==> src/rtl/shr_pkg.sv <==
package shr_pkg;
   localparam int NFLAG    = 4;
   localparam int FLG_LINE = 0;
   localparam int FLG_URUN = 1;
   localparam int FLG_XERR = 2;
   localparam int FLG_RLD  = 3;
   localparam int RLD_NOW  = 0;
   localparam int RLD_VBL  = 1;
   typedef logic [NFLAG-1:0] flag_t;
endpackage

==> src/rtl/shr_cfg_bank.sv <==
module shr_cfg_bank #(
   parameter int NUM_CFG = 4,
   parameter int DATA_W  = 16
) (
   input  logic                      clk,
   input  logic                      rst_n,
   input  logic [NUM_CFG-1:0]        wr_sel,
   input  logic [DATA_W-1:0]         wr_data,
   input  logic                      copy_i,
   output logic [NUM_CFG*DATA_W-1:0] act_o
);
   // one shadow/active pair per configuration word
   for (genvar w = 0; w < NUM_CFG; w++) begin : g_word
      logic [DATA_W-1:0] shadow_q;
      logic [DATA_W-1:0] active_q;

      always_ff @(posedge clk or negedge rst_n) begin
         if (!rst_n) begin
            shadow_q <= '0;
         end else if (wr_sel[w]) begin
            shadow_q <= wr_data;
         end
      end

      // the copy takes the shadow value held before this edge
      always_ff @(posedge clk or negedge rst_n) begin
         if (!rst_n) begin
            active_q <= '0;
         end else if (copy_i) begin
            active_q <= shadow_q;
         end
      end

      assign act_o[w*DATA_W +: DATA_W] = active_q;
   end
endmodule

==> src/rtl/shr_reload_seq.sv <==
module shr_reload_seq
   import shr_pkg::*;
(
   input  logic       clk,
   input  logic       rst_n,
   input  logic       req_we,
   input  logic [1:0] req_bits,
   input  logic       vblank_i,
   output logic [1:0] pend_o,
   output logic       copy_o
);
   logic imm_q, vbl_q;
   logic imm_d, vbl_d;
   logic vbl_hit;

   assign vbl_hit = vbl_q & vblank_i;
   assign copy_o  = imm_q | vbl_hit;

   always_comb begin
      imm_d = imm_q;
      vbl_d = vbl_q;
      // an immediate copy also satisfies an outstanding deferred request
      if (imm_q) begin
         imm_d = 1'b0;
         vbl_d = 1'b0;
      end else if (vbl_hit) begin
         vbl_d = 1'b0;
      end
      // a new request written on the completion edge stays pending
      if (req_we && req_bits[RLD_NOW]) imm_d = 1'b1;
      if (req_we && req_bits[RLD_VBL]) vbl_d = 1'b1;
   end

   always_ff @(posedge clk or negedge rst_n) begin
      if (!rst_n) begin
         imm_q <= 1'b0;
         vbl_q <= 1'b0;
      end else begin
         imm_q <= imm_d;
         vbl_q <= vbl_d;
      end
   end

   assign pend_o = {vbl_q, imm_q};

   // an immediate request clears itself one edge after it was set
   assert_imm_selfclear_R3: assert property (@(posedge clk) disable iff (!rst_n)
      (imm_q && !(req_we && req_bits[RLD_NOW])) |=> !imm_q);

   // a deferred request survives every edge without a blanking strobe
   assert_vbl_waits_R4: assert property (@(posedge clk) disable iff (!rst_n)
      (vbl_q && !vblank_i && !imm_q) |=> vbl_q);

   // an immediate copy retires a deferred request pending with it
   assert_both_served_R5: assert property (@(posedge clk) disable iff (!rst_n)
      (imm_q && vbl_q && !req_we) |=> (pend_o == 2'b00));
endmodule

==> src/rtl/shr_irq_unit.sv <==
module shr_irq_unit
   import shr_pkg::*;
#(
   parameter bit IRQ_REG = 1'b0
) (
   input  logic  clk,
   input  logic  rst_n,
   input  flag_t ev_i,
   input  logic  ien_we,
   input  flag_t ien_data,
   input  logic  clr_we,
   input  flag_t clr_data,
   output flag_t status_o,
   output flag_t ien_o,
   output logic  irq_o
);
   flag_t status_q, status_d, ien_q, clr_mask;

   assign clr_mask = clr_we ? clr_data : '0;
   // events are ORed in after the clear, so an event beats a clear
   assign status_d = (status_q & ~clr_mask) | ev_i;

   always_ff @(posedge clk or negedge rst_n) begin
      if (!rst_n) begin
         status_q <= '0;
         ien_q    <= '0;
      end else begin
         status_q <= status_d;
         if (ien_we) ien_q <= ien_data;
      end
   end

   assign status_o = status_q;
   assign ien_o    = ien_q;

   if (IRQ_REG) begin : g_irq_reg
      logic irq_q;
      always_ff @(posedge clk or negedge rst_n) begin
         if (!rst_n) irq_q <= 1'b0;
         else        irq_q <= |(status_q & ien_q);
      end
      assign irq_o = irq_q;
   end else begin : g_irq_comb
      assign irq_o = |(status_q & ien_q);
   end

   // every event bit is set after its edge, even when a clear hits it
   assert_event_sets_R9: assert property (@(posedge clk) disable iff (!rst_n)
      (ev_i != '0) |=> ((status_q & $past(ev_i)) == $past(ev_i)));

   // bits cleared without a competing event read 0 afterwards
   assert_clear_works_R8: assert property (@(posedge clk) disable iff (!rst_n)
      ((clr_mask & ~ev_i) != '0) |=> ((status_q & $past(clr_mask & ~ev_i)) == '0));
endmodule

==> src/rtl/shadow_reload_irq.sv <==
module shadow_reload_irq
   import shr_pkg::*;
#(
   parameter int NUM_CFG = 4,
   parameter int DATA_W  = 16,
   parameter bit IRQ_REG = 1'b0,
   localparam int ADDR_W = $clog2(NUM_CFG + 3)
) (
   input  logic                      clk,
   input  logic                      rst_n,
   input  logic                      wr_en,
   input  logic [ADDR_W-1:0]         wr_addr,
   input  logic [DATA_W-1:0]         wr_data,
   input  logic                      vblank_i,
   input  logic                      line_hit_i,
   input  logic                      fifo_urun_i,
   input  logic                      xfer_err_i,
   output logic [NUM_CFG*DATA_W-1:0] act_cfg_o,
   output logic                      irq_o,
   output logic [3:0]                status_o,
   output logic [3:0]                irq_en_o,
   output logic [1:0]                reload_pend_o
);
   localparam int ADR_RLD = NUM_CFG;
   localparam int ADR_IEN = NUM_CFG + 1;
   localparam int ADR_CLR = NUM_CFG + 2;

   if (NUM_CFG < 1) begin : g_bad_cfg
      $error("NUM_CFG must be at least 1");
   end
   if (DATA_W < NFLAG) begin : g_bad_width
      $error("DATA_W must hold every flag bit");
   end

   logic [NUM_CFG-1:0] cfg_sel;
   logic               rld_we, ien_we, clr_we, copy;
   flag_t              ev;

   for (genvar i = 0; i < NUM_CFG; i++) begin : g_sel
      assign cfg_sel[i] = wr_en && (wr_addr == ADDR_W'(i));
   end
   assign rld_we = wr_en && (wr_addr == ADDR_W'(ADR_RLD));
   assign ien_we = wr_en && (wr_addr == ADDR_W'(ADR_IEN));
   assign clr_we = wr_en && (wr_addr == ADDR_W'(ADR_CLR));

   shr_cfg_bank #(.NUM_CFG(NUM_CFG), .DATA_W(DATA_W)) u_bank (
      .clk     (clk),
      .rst_n   (rst_n),
      .wr_sel  (cfg_sel),
      .wr_data (wr_data),
      .copy_i  (copy),
      .act_o   (act_cfg_o)
   );

   shr_reload_seq u_seq (
      .clk      (clk),
      .rst_n    (rst_n),
      .req_we   (rld_we),
      .req_bits (wr_data[1:0]),
      .vblank_i (vblank_i),
      .pend_o   (reload_pend_o),
      .copy_o   (copy)
   );

   always_comb begin
      ev           = '0;
      ev[FLG_LINE] = line_hit_i;
      ev[FLG_URUN] = fifo_urun_i;
      ev[FLG_XERR] = xfer_err_i;
      ev[FLG_RLD]  = copy;
   end

   shr_irq_unit #(.IRQ_REG(IRQ_REG)) u_irq (
      .clk      (clk),
      .rst_n    (rst_n),
      .ev_i     (ev),
      .ien_we   (ien_we),
      .ien_data (wr_data[NFLAG-1:0]),
      .clr_we   (clr_we),
      .clr_data (wr_data[NFLAG-1:0]),
      .status_o (status_o),
      .ien_o    (irq_en_o),
      .irq_o    (irq_o)
   );

   // the active words move only on a copy
   assert_active_hold_R2: assert property (@(posedge clk) disable iff (!rst_n)
      !copy |=> $stable(act_cfg_o));

   // each copy leaves the reload-done flag set
   assert_reload_flag_R6: assert property (@(posedge clk) disable iff (!rst_n)
      copy |=> status_o[FLG_RLD]);
endmodule

==> config.mk <==
export PLATFORM = sky130hd
export DESIGN_NAME = shadow_reload_irq
export DESIGN_NICKNAME = d
export VERILOG_FILES = /design/src/rtl/shr_pkg.sv /design/src/rtl/shr_cfg_bank.sv /design/src/rtl/shr_reload_seq.sv /design/src/rtl/shr_irq_unit.sv /design/src/rtl/shadow_reload_irq.sv
export SDC_FILE = /design/constraint.sdc
export NUM_CORES = 1
export LEC_CHECK = 0
export ABC_AREA = 1
export BUFFER_PORTS_ARGS = -buffer_cell sky130_fd_sc_hd__buf_4
export CORE_MARGIN = 4
export CORE_UTILIZATION = 40
export CTS_CLUSTER_SIZE = 14
export DETAILED_ROUTE_END_ITERATION = 7
export GPL_TIMING_DRIVEN = 1
export SYNTH_ARGS = -nofsm -noshare
export SYNTH_HDL_FRONTEND = slang
export SYNTH_SLANG_ARGS = --single-unit
==> constraint.sdc <==
create_clock -name clk -period 1.1 [get_ports clk]
set_input_delay 0.165 -clock clk [delete_from_list [all_inputs] [get_ports clk]]
set_output_delay 0.165 -clock clk [all_outputs]
set_load 0.03 [all_outputs]
==> reports/metrics.yaml, run 1 <==
status: "finished, violations left"
violations: "setup timing"
antenna_left: 0
row_count: 42
ioPinCount: 101
antenna_found_initial: 0
yosys_register_bits: 138
antenna_cells: 0
max_freq_ghz: 0.734
cp.arrival_ns: 1.66
p_clk_frac: 0.245
final_layout_size_suffix_gt1_frac: 0.371
cts_buffers: 17
clk_pin_slew_ns: 0.06
combPwrFrac: 0.418
async_flop_share: 1.00
cp_max_fo: 12
grt_pass1_wl_mm: 24.9
top_layer_used: "met4"
yosysTopAreaCellShare: 0.632
hp-class: "primary input to flip-flop"
fill_cells: 1059
drt-met1-wl_mm: 6.96
die_h_um: 125
fin_nets: 779
cp-endpoint: "u_bank.g_word[2].active_q[10]"
portBuffers: 100
yosys_warnings: 0
worst_slew_pin_slew_ns: 0.333
worstReg2RegEnd: "u_bank.g_word[2].active_q[10]"
synth_edf_count: 0
syn_area_mm2: 0.00546
drc: 0
wl_met3_mm: 1.16
worst_r2r_path_depth: 7
critPathRequiredTime_ns: 1.40
start_util: 0.411
slew_violations: 0
clock-root-buffer: "clkbuf_16"
dpl_cell_area_mm2: 0.00645
relSlewSlack: 0.778
wire_per_inst_um: 17.3
netlist_instances: 569
dp_hpwl_mm: 8.83
r2r_slack_ns: -0.26
fp.dieW_um: 125
area_growth_syn_to_layout_pct: 53.4
peakVddDrop_mv: 1.25
gp_congestion: 0.783
via_per_inst: 4.86
r2r_start: "u_seq.vbl_q"
switching_share: 0.352
preCtsSetupSlack_ns: -0.0562
grt_setup_unrepaired: "yes"
clock_path_buffers: 2
seqPwrFrac: 0.337
post-route-period-util: 1.24
ys_seq_area_frac: 0.632
via_count: 4576
synthTopCellsByArea: "dfrtp_1, nand2_1, o21ai_2, buf_6, o21ai_1"
cts_tree: "done"
grt_max_degree: 33
synth-main-ff-cell: "dfrtp_1"
yosysMostFrequentCell: "nand2_1"
dr.pass1.iters: 4
drt-initial-drc-count: 321
pwr_density_cell_mw_per_mm2: 2840
grt_usage: 0.206
synth_nets: 595
setup_viol: 129
synth_top_cell_by_area: "dfrtp_1"
die-area_mm2: 0.0156
total_leakage_power_uw: 0.00444
grt_pass1_vias: 4662
critPathKind: "flip-flop to flip-flop"
p_sw_uw: 8380
worstSkewPairLatency_ns: 0.41
post-route-cell-area_mm2: 0.00838
route.final.wire_length_mm: 16.3
internal-power_uw: 15400
cp-start-kind: "flip-flop"
syn-mean-instance-area_um2: 9.60
coreArea_mm2: 0.0133
met2_length_mm: 7.74
synth_cell_types: 21
worst_slack_ns: -0.263
h-tree-depth: 4
grt.overflow.total: 0
hold_viol: 0
min_period_ns: 1.36
synth_commonest_cells: "nand2_1, dfrtp_1, o21ai_1"
startpoint: "u_seq.vbl_q"
drv_cap: 0
critical_path.endpoint_type: "flip-flop"
cts_sinks: 138
fin_skew_ns: 0.00679
## worst max-delay path: stages (launching register included)
cell       delay [ns]
dfrtp_1          0.39
buf_6            0.12
a21oi_4          0.20
buf_6            0.17
inv_16           0.08
clkbuf_16        0.17
nand2_1          0.07
nand2_1          0.05
## cell type report
class,count,area (µm²),area share
Multi-Input combinational cell,376,1760,0.210
Sequential cell,138,3450,0.412
Clock inverter,7,113,0.0134
Timing Repair Buffer,196,2220,0.266
Inverter,24,106,0.0127
Clock buffer,25,495,0.0592
Tap cell,176,220,0.0263
## registers in the layout, indices dropped and copies added, names as in the netlist
signal	count
u_seq.imm_q	1
u_bank.g_word.shadow_q	64
u_seq.vbl_q	1
u_bank.g_word.active_q	64
u_irq.status_o	4
u_irq.ien_o	4
## layout by cell type (no fill, tap or decap), types with 5 or more instances in the layout
cell type and count:
clkbuf_16 21, inv_1 21, nand2_2 34, o21ai_1 23, nand2_1 256, o21ai_0 14
buf_16 10, buf_4 82, dfrtp_1 138, buf_6 84, o21ai_2 16, nand2_4 5
nand4_1 17, buf_12 10
## kinds of logic (layout without fill, tap and decap cells)
| logic type | count (synthesis) | in the layout | share of synthesized area |
|---|---|---|---|
| AOI/OAI and AO/OA | 54 | 54 | 0.0612 |
| and+or+nand+nor | 322 | 322 | 0.247 |
| DFF | 138 | 138 | 0.632 |
| buffers and inverters | 55 | 252 | 0.0594 |
## power by group through the flow
stage / Sequential [µW] / Combinational (µW) / Clock [µW]
6_report: 8020 / 9930 / 5830
5_1_grt: 8190 / 10600 / 6160
4_1_cts: 7990 / 9290 / 5910
3_5_place_dp: 7830 / 7000 / 0
3_3_place_gp: 7800 / 6920 / 0
2_1_floorplan: 10100 / 1790 / 0
## per-layer routing
layer  up-vias  GRT usage
li1       2157          -
met4         0     0.0797
met1      2234      0.277
met3        32     0.0609
met5         -          0
met2       153      0.315
## how the worst min path moves through the flow
stage                 from                            end  slack, ns  cells past startpoint
3_5_place_dp         rst_n   u_bank.g_word[2].active_q[5]       0.07                      1
5_1_grt         wr_data[1]   u_bank.g_word[3].shadow_q[1]       0.01                      3
6_report       wr_data[15]  u_bank.g_word[3].shadow_q[15]       0.02                      3
3_3_place_gp         rst_n   u_bank.g_word[2].active_q[4]       0.06                      1
4_1_cts        wr_data[15]  u_bank.g_word[3].shadow_q[15]       0.01                      3
2_1_floorplan        rst_n   u_bank.g_word[0].active_q[0]      -0.13                      0
## metrics by stage
stage                util  total power, µW  hold WS [ns]  instances  TNS [ns]
floorplan               -            11900        -0.131        569         0
global placement    0.485            14700        0.0562        830    -0.291
detailed placement  0.485            14800        0.0688        830     -1.74
CTS                 0.610            23200        0.0116        916    -15.56
global route        0.630            25000        0.0128        942    -21.90
finish              0.630            23800        0.0203        942    -16.81
## what timing repair did
| action | CTS | global route |
|---|---|---|
| hold buffers | 4 | 0 |
| gates cloned | 11 | 5 |
| endpoints found under the hold margin | 141 | 0 |
| gates resized for setup | 121 | 10 |
| setup endpoints to repair | 141 | 141 |
| setup buffers | 39 | 24 |
| pin swaps | 11 | 3 |
(Power assumes the default switching activity.)
==> run 2: changes to the inputs <==
--- a/config.mk
+++ b/config.mk
@@ -7,11 +7,14 @@
 export LEC_CHECK = 0
 export ABC_AREA = 1
 export BUFFER_PORTS_ARGS = -buffer_cell sky130_fd_sc_hd__buf_4
+export CELL_PAD_IN_SITES_DETAIL_PLACEMENT = 0
+export CELL_PAD_IN_SITES_GLOBAL_PLACEMENT = 2
 export CORE_MARGIN = 4
-export CORE_UTILIZATION = 40
+export CORE_UTILIZATION = 31
 export CTS_CLUSTER_SIZE = 14
 export DETAILED_ROUTE_END_ITERATION = 7
 export GPL_TIMING_DRIVEN = 1
+export PLACE_DENSITY_LB_ADDON = 0.1
 export SYNTH_ARGS = -nofsm -noshare
 export SYNTH_HDL_FRONTEND = slang
 export SYNTH_SLANG_ARGS = --single-unit
==> run 2 against run 1 <==
Setup slack gained 0.00054 ns; critical path type unchanged; largest cell class unchanged; flip-flop and latch count is the same; critical endpoint is now u_bank.g_word[2].active_q[3]; the run still ends with setup timing left; global-route usage shrank 3.8 points; highest routed layer unchanged.
==> reports/metrics.yaml, run 2 (synthesis gave the netlist of run 1 again) <==
row_count: 48  # +14%
drc: 0  # unchanged
relSlewSlack: 0.758  # -0.0196
antenna_cells: 0  # unchanged
portBuffers: 100  # unchanged
route.final.wire_length_mm: 17.2  # +5.7%
worst_slack_ns: -0.263  # +0.000540 ns
ioPinCount: 101  # unchanged
drt-initial-drc-count: 223  # -31%
dr.pass1.iters: 4  # unchanged
via_count: 4427  # -3.3%
min_path_cells: 3  # unchanged
r2r_slack_ns: -0.26  # about the same
gp_congestion: 0.761  # -2.9%
min-delay-start: "wr_data[11]"
violations: "setup timing"
setup_viol: 141  # +9.3%
worstReg2RegEnd: "u_bank.g_word[2].active_q[3]"
cp.arrival_ns: 1.68  # +0.02 ns
grt_pass1_vias: 4477  # -4.0%
layout_common_cells: "nand2_1, dfrtp_1, buf_6"
p_sw_uw: 8640  # +3.1%
die-area_mm2: 0.0198  # +27%
hp-class: "primary input to flip-flop"
status: "finished, violations left"
r2r_start: "u_seq.vbl_q"
drv_cap: 0  # unchanged
combPwrFrac: 0.420  # +0.002
top_regs: "u_bank.g_word.active_q (64), u_bank.g_word.shadow_q (64)"
pwr_density_cell_mw_per_mm2: 2760  # -2.7%
worst_slew_pin_slew_ns: 0.362  # +0.0294 ns
final_common_cell: "nand2_1"
worst_r2r_path_depth: 7  # unchanged
start_util: 0.316  # -0.0950
cp_max_fo: 10  # -2
fin_setup_tns_ns: -17.81  # -0.995 ns
critPathRequiredTime_ns: 1.41  # about the same
die_h_um: 141  # +13%
worstSkewPairLatency_ns: 0.43  # +0.02 ns
post-route-period-util: 1.24  # about the same
hold_path_end: "u_bank.g_word[3].shadow_q[11]"
grt_setup_unrepaired: "yes"
p_clk_frac: 0.238  # -0.007
preCtsSetupSlack_ns: -0.0843  # -0.0280 ns
cts_tree: "done"
coreArea_mm2: 0.0173  # +30%
clock-root-buffer: "clkbuf_16"
seqPwrFrac: 0.342  # +0.005
clk_pin_slew_ns: 0.06  # about the same
min_period_ns: 1.36  # -0.000540 ns
seqCellArea_mm2: 0.00345  # unchanged
antenna_left: 0  # unchanged
clock_path_buffers: 2  # unchanged
internal-power_uw: 14900  # -3.6%
antenna_found_initial: 0  # unchanged
max_freq_ghz: 0.734  # about the same
multi_input_comb_area_mm2: 0.00191  # +8.5%
grt.overflow.total: 0  # unchanged
fill_cells: 1679  # +59%
area_growth_syn_to_layout_pct: 55.8
peakVddDrop_mv: 1.32  # +5.4%
grt_usage: 0.168  # -0.0383
switching_share: 0.368  # +0.0154
cts_sinks: 138  # unchanged
fin_nets: 779  # unchanged
critPathKind: "flip-flop to flip-flop"
total_leakage_power_uw: 0.00454  # +2.1%
final_layout_size_suffix_gt1_frac: 0.418  # +0.0470
via_per_inst: 4.47  # -8.0%
h-tree-depth: 4  # unchanged
critical_path.endpoint_type: "flip-flop"
dp_hpwl_mm: 9.77  # +11%
grt_max_degree: 44  # +33%
fp.dieW_um: 141  # +13%
fin_skew_ns: 0.0155  # +0.00871 ns
cp-start-kind: "flip-flop"
wire_per_inst_um: 17.4  # +0.48%
cts_buffers: 17  # unchanged
slew_violations: 0  # unchanged
hold_viol: 0  # unchanged
grt_pass1_wl_mm: 25.2  # +1.3%
-- run 2: changes by cell type in the layout (fill, tap and decap cells not counted), moves of 5 or more --
cell,change
buf_16,-7
nand2_2,+18
nand2_1,-32
nand2_4,+14
clkinvlp_4,+7
buf_12,+5
-- run 2: cell type report --
type / instances / area share
multi-input combinational: 376 / 0.225
sequential: 138 / 0.406
timing repair buffer: 195 / 0.255
timing repair inverter: 1 / 0.00103
clock buffer: 17 / 0.0500
inverter: 24 / 0.0121
tap: 225 / 0.0331
clock inverter: 15 / 0.0179
-- run 2: metrics by stage --
step                instances  area, µm²  hold WS [ns]  utilization  power [µW]
floorplan                 569       5460        -0.131            -       11900
global placement          880       6520        0.0684        0.377       14800
detailed placement        880       6520        0.0720        0.377       14900
CTS                       959       7940       0.00307        0.459       22600
global route              991       8510        0.0143        0.492       24700
finish                    991       8510        0.0225        0.492       23500
-- run 2: power by group through the flow --
stage          combinational, µW  sequential, µW  clock [µW]
3_3_place_gp                6980            7820           0
5_1_grt                    10600            8250        5940
4_1_cts                     8920            7980        5710
3_5_place_dp                7020            7840           0
6_report                    9870            8040        5580
2_1_floorplan               1790           10100           0
-- run 2: per-layer routing --
metal  track usage  vias to the layer above  part of all wire
li1              -                     2157                 -
met1         0.233                     2156              0.46
met2         0.257                       98              0.47
met3        0.0431                       16             0.050
met4        0.0556                        0             0.011
met5             0                        -                 0
-- run 2: worst max-delay path by stage --
stage / startpoint / slack, ns / end / cells past startpoint
floorplan: u_seq.vbl_q / 0.02 / u_bank.g_word[0].active_q[0] / 5
global placement: u_seq.vbl_q / -0.04 / u_bank.g_word[3].active_q[1] / 5
detailed placement: u_seq.vbl_q / -0.08 / u_bank.g_word[0].active_q[13] / 5
CTS: u_irq.ien_o[3] / -0.23 / irq_o / 3
global route: u_seq.vbl_q / -0.30 / u_bank.g_word[2].active_q[14] / 7
finish: u_seq.vbl_q / -0.26 / u_bank.g_word[2].active_q[3] / 7
-- run 2: critical path: stages (launching register included) --
cell,delay [ns]
dfrtp_1,0.39
buf_6,0.12
a21oi_4,0.18
buf_6,0.17
clkinv_8,0.08
clkbuf_16,0.18
nand2_1,0.07
nand2_1,0.05
-- run 2: what timing repair did --
action                                  4_1_cts  5_1_grt
hold buffers                                  4        0
endpoints found under the setup margin      139      141
gates cloned                                  6       10
resized for setup                           106       77
endpoints found under the hold margin       141        0
pin swaps                                    10        7
buffers inserted                             37       27
==> run 3: changes to the inputs <==
--- a/config.mk
+++ b/config.mk
@@ -5,12 +5,11 @@
 export SDC_FILE = /design/constraint.sdc
 export NUM_CORES = 1
 export LEC_CHECK = 0
-export ABC_AREA = 1
 export BUFFER_PORTS_ARGS = -buffer_cell sky130_fd_sc_hd__buf_4
 export CELL_PAD_IN_SITES_DETAIL_PLACEMENT = 0
 export CELL_PAD_IN_SITES_GLOBAL_PLACEMENT = 2
 export CORE_MARGIN = 4
-export CORE_UTILIZATION = 31
+export CORE_UTILIZATION = 40
 export CTS_CLUSTER_SIZE = 14
 export DETAILED_ROUTE_END_ITERATION = 7
 export GPL_TIMING_DRIVEN = 1
==> constraint.sdc (replaced) <==
create_clock -name clk -period 1.62 [get_ports clk]
set_input_delay 0.243 -clock clk [delete_from_list [all_inputs] [get_ports clk]]
set_output_delay 0.243 -clock clk [all_outputs]
set_load 0.03 [all_outputs]
==> run 3 against run 2 <==
Synthesized cell count is 45% lower; sequential share of layout area is 9.8 points higher; the flow now finishes without violations; hold slack better by 0.049 ns; critical path type is now flip-flop to output port; die area is 24% lower.
==> reports/metrics.yaml, run 3 <==
status: "finished clean"
post_cts_buffers: 0  # -100%
final_layout_size_suffix_gt1_frac: 0.632  # +0.214
fin_skew_ns: 0.00709  # -0.00842 ns
worstSkewPairLatency_ns: 0.42  # about the same
async_flop_share: 1.00  # unchanged
critPathKind: "flip-flop to output port"
final_common_cell: "dfrtp_1"
hold_viol: 0  # unchanged
cts_sinks: 138  # unchanged
pwr_density_cell_mw_per_mm2: 1960  # -29%
clock-root-buffer: "clkbuf_16"
netlist_instances: 312  # -45%
slew_violations: 0  # unchanged
synth_top_cell_by_area: "dfrtp_1"
wire_per_inst_um: 16.9  # -2.7%
grt_max_degree: 42  # -4.5%
yosys_register_bits: 138  # unchanged
fin_setup_tns_ns: 0  # +17.81 ns
min_period_ns: 1.49
grt.overflow.total: 0  # unchanged
via_per_inst: 4.85  # +8.6%
setup_viol: 0  # -100%
post-route-cell-area_mm2: 0.00685  # -19%
top_regs: "u_bank.g_word.active_q (64), u_bank.g_word.shadow_q (64)"
fp.dieW_um: 122  # -13%
yosys_warnings: 0  # unchanged
cts_tree: "done"
clock_path_buffers: 2  # unchanged
peakVddDrop_mv: 1.07  # -19%
drt-initial-drc-count: 143  # -36%
syn_area_mm2: 0.00524  # -4.0%
fin_nets: 454  # -42%
cts.repair.resized: 0  # -100%
yosysTopAreaCellShare: 0.659  # +0.0261
synth_nets: 338  # -43%
synthTopCellsByArea: "dfrtp_1, mux2_2, buf_2, buf_6, and4bb_2"
via_count: 2969  # -33%
portBuffers: 100  # unchanged
r2r_slack_ns: 0.22  # +0.48 ns
antenna_left: 0  # unchanged
critPathRequiredTime_ns: 1.38  # -0.03 ns
total_leakage_power_uw: 0.00317  # -30%
synth_cell_types: 21  # unchanged
synth-main-ff-cell: "dfrtp_1"
drv_cap: 0  # unchanged
drc: 0  # unchanged
preCtsSetupSlack_ns: 0.183  # +0.268 ns
grt_pass1_wl_mm: 16.7  # -34%
route.final.wire_length_mm: 10.3  # -40%
cp.arrival_ns: 1.24  # -0.44 ns
synth_edf_count: 0  # unchanged
die_h_um: 122  # -13%
hp-class: "primary input to flip-flop"
max_freq_ghz: 0.673
h-tree-depth: 4  # unchanged
dpl_cell_area_mm2: 0.00629  # -3.5%
dr.pass1.iters: 6  # +2
coreArea_mm2: 0.0127  # -26%
worst_slew_pin_slew_ns: 0.401  # +0.0389 ns
start_util: 0.412  # +0.0965
critical_path.endpoint_type: "output port"
row_count: 41  # -15%
layout_common_cells: "dfrtp_1, mux2_2, buf_4"
die-area_mm2: 0.0150  # -24%
antenna_found_initial: 0  # unchanged
cp-start-kind: "flip-flop"
clk_pin_slew_ns: 0.06  # about the same
area_growth_syn_to_layout_pct: 30.6
ioPinCount: 101  # unchanged
cts_buffers: 17  # unchanged
grt_setup_unrepaired: "no"
syn-mean-instance-area_um2: 16.8  # +75%
gp_congestion: 0.682  # -10%
finish.utilization: 0.538  # +0.0466
grt_pass1_vias: 3106  # -31%
antenna_cells: 0  # unchanged
ys_seq_area_frac: 0.659  # +0.0261
grt_usage: 0.151  # -0.0169
synth_commonest_cells: "dfrtp_1, mux2_2, buf_2"
relSlewSlack: 0.733  # -0.0257
worst_slack_ns: 0.134  # +0.396 ns
yosysMostFrequentCell: "dfrtp_1"
finalPower_uw: 13400  # -43%
cp_max_fo: 3  # -7
dp_hpwl_mm: 6.97  # -29%
post-route-period-util: 0.918
==> run 3: layout make-up <==
class                      count  area, µm²
clock buffer                  22        474
clock inverter                 9       72.6
fill                        1126       5870
inverter                       5       18.8
multi-input combinational    154       1690
sequential                   138       3450
tap                          172        215
timing repair buffer         112        922
==> run 3: final timing paths <==
check / startpoint / endpoint / cells after the start
worst min register to register: u_bank.g_word[0].shadow_q[11] / u_bank.g_word[0].active_q[11] / 1
max in group asynchronous: rst_n / u_bank.g_word[3].active_q[8] / 3
worst max register to register: u_seq.vbl_q / u_bank.g_word[1].active_q[8] / 3
worst max-delay path: u_irq.ien_o[1] / irq_o / 3
worst min-delay path: wr_data[2] / u_irq.status_o[2] / 2
min in group asynchronous: rst_n / u_irq.status_o[2] / 2
==> run 3: critical path, stage by stage, from the launching register on <==
cell     delay, ns
dfrtp_1       0.40
a22oi_1       0.19
nand2_1       0.07
buf_4         0.17
==> run 3: cell families after synthesis <==
kind of cell,Yosys count,synth area share
flip-flops,138,0.659
buffers and inverters,20,0.0236
AND/OR/NAND/NOR,14,0.0236
multiplexers,132,0.283
AO/OA/AOI/OAI,8,0.0107
==> run 3: routing by layer <==
layer,up-vias,track usage,share of wire,wire [µm]
met5,-,0,0,0
met4,0,0.0504,0.011,118
met3,8,0.0700,0.061,636
met2,66,0.236,0.48,5020
met1,1542,0.185,0.44,4570
li1,1353,-,-,-
==> run 3: repair_timing <==
item,in CTS,in global routing
hold buffers,1,0
setup endpoints to repair,0,0
endpoints found under the hold margin,37,0
==> run 3: per-stage QoR <==
step                      hold WS [ns]  std cells
after detailed placement         0.185        580
final                           0.0715        612
after floorplan                -0.0526        312
after global routing            0.0652        612
after CTS                       0.0556        612
after global placement           0.183        580
==> run 3: report_power, final <==
| part | internal, µW | total (µW) | switching [µW] | leakage [µW] |
|---|---|---|---|---|
| logic | 2070 | 4600 | 2530 | 0.00123 |
| registers | 4630 | 5260 | 632 | 0.00166 |
| clock network | 2200 | 3540 | 1340 | 0.000275 |
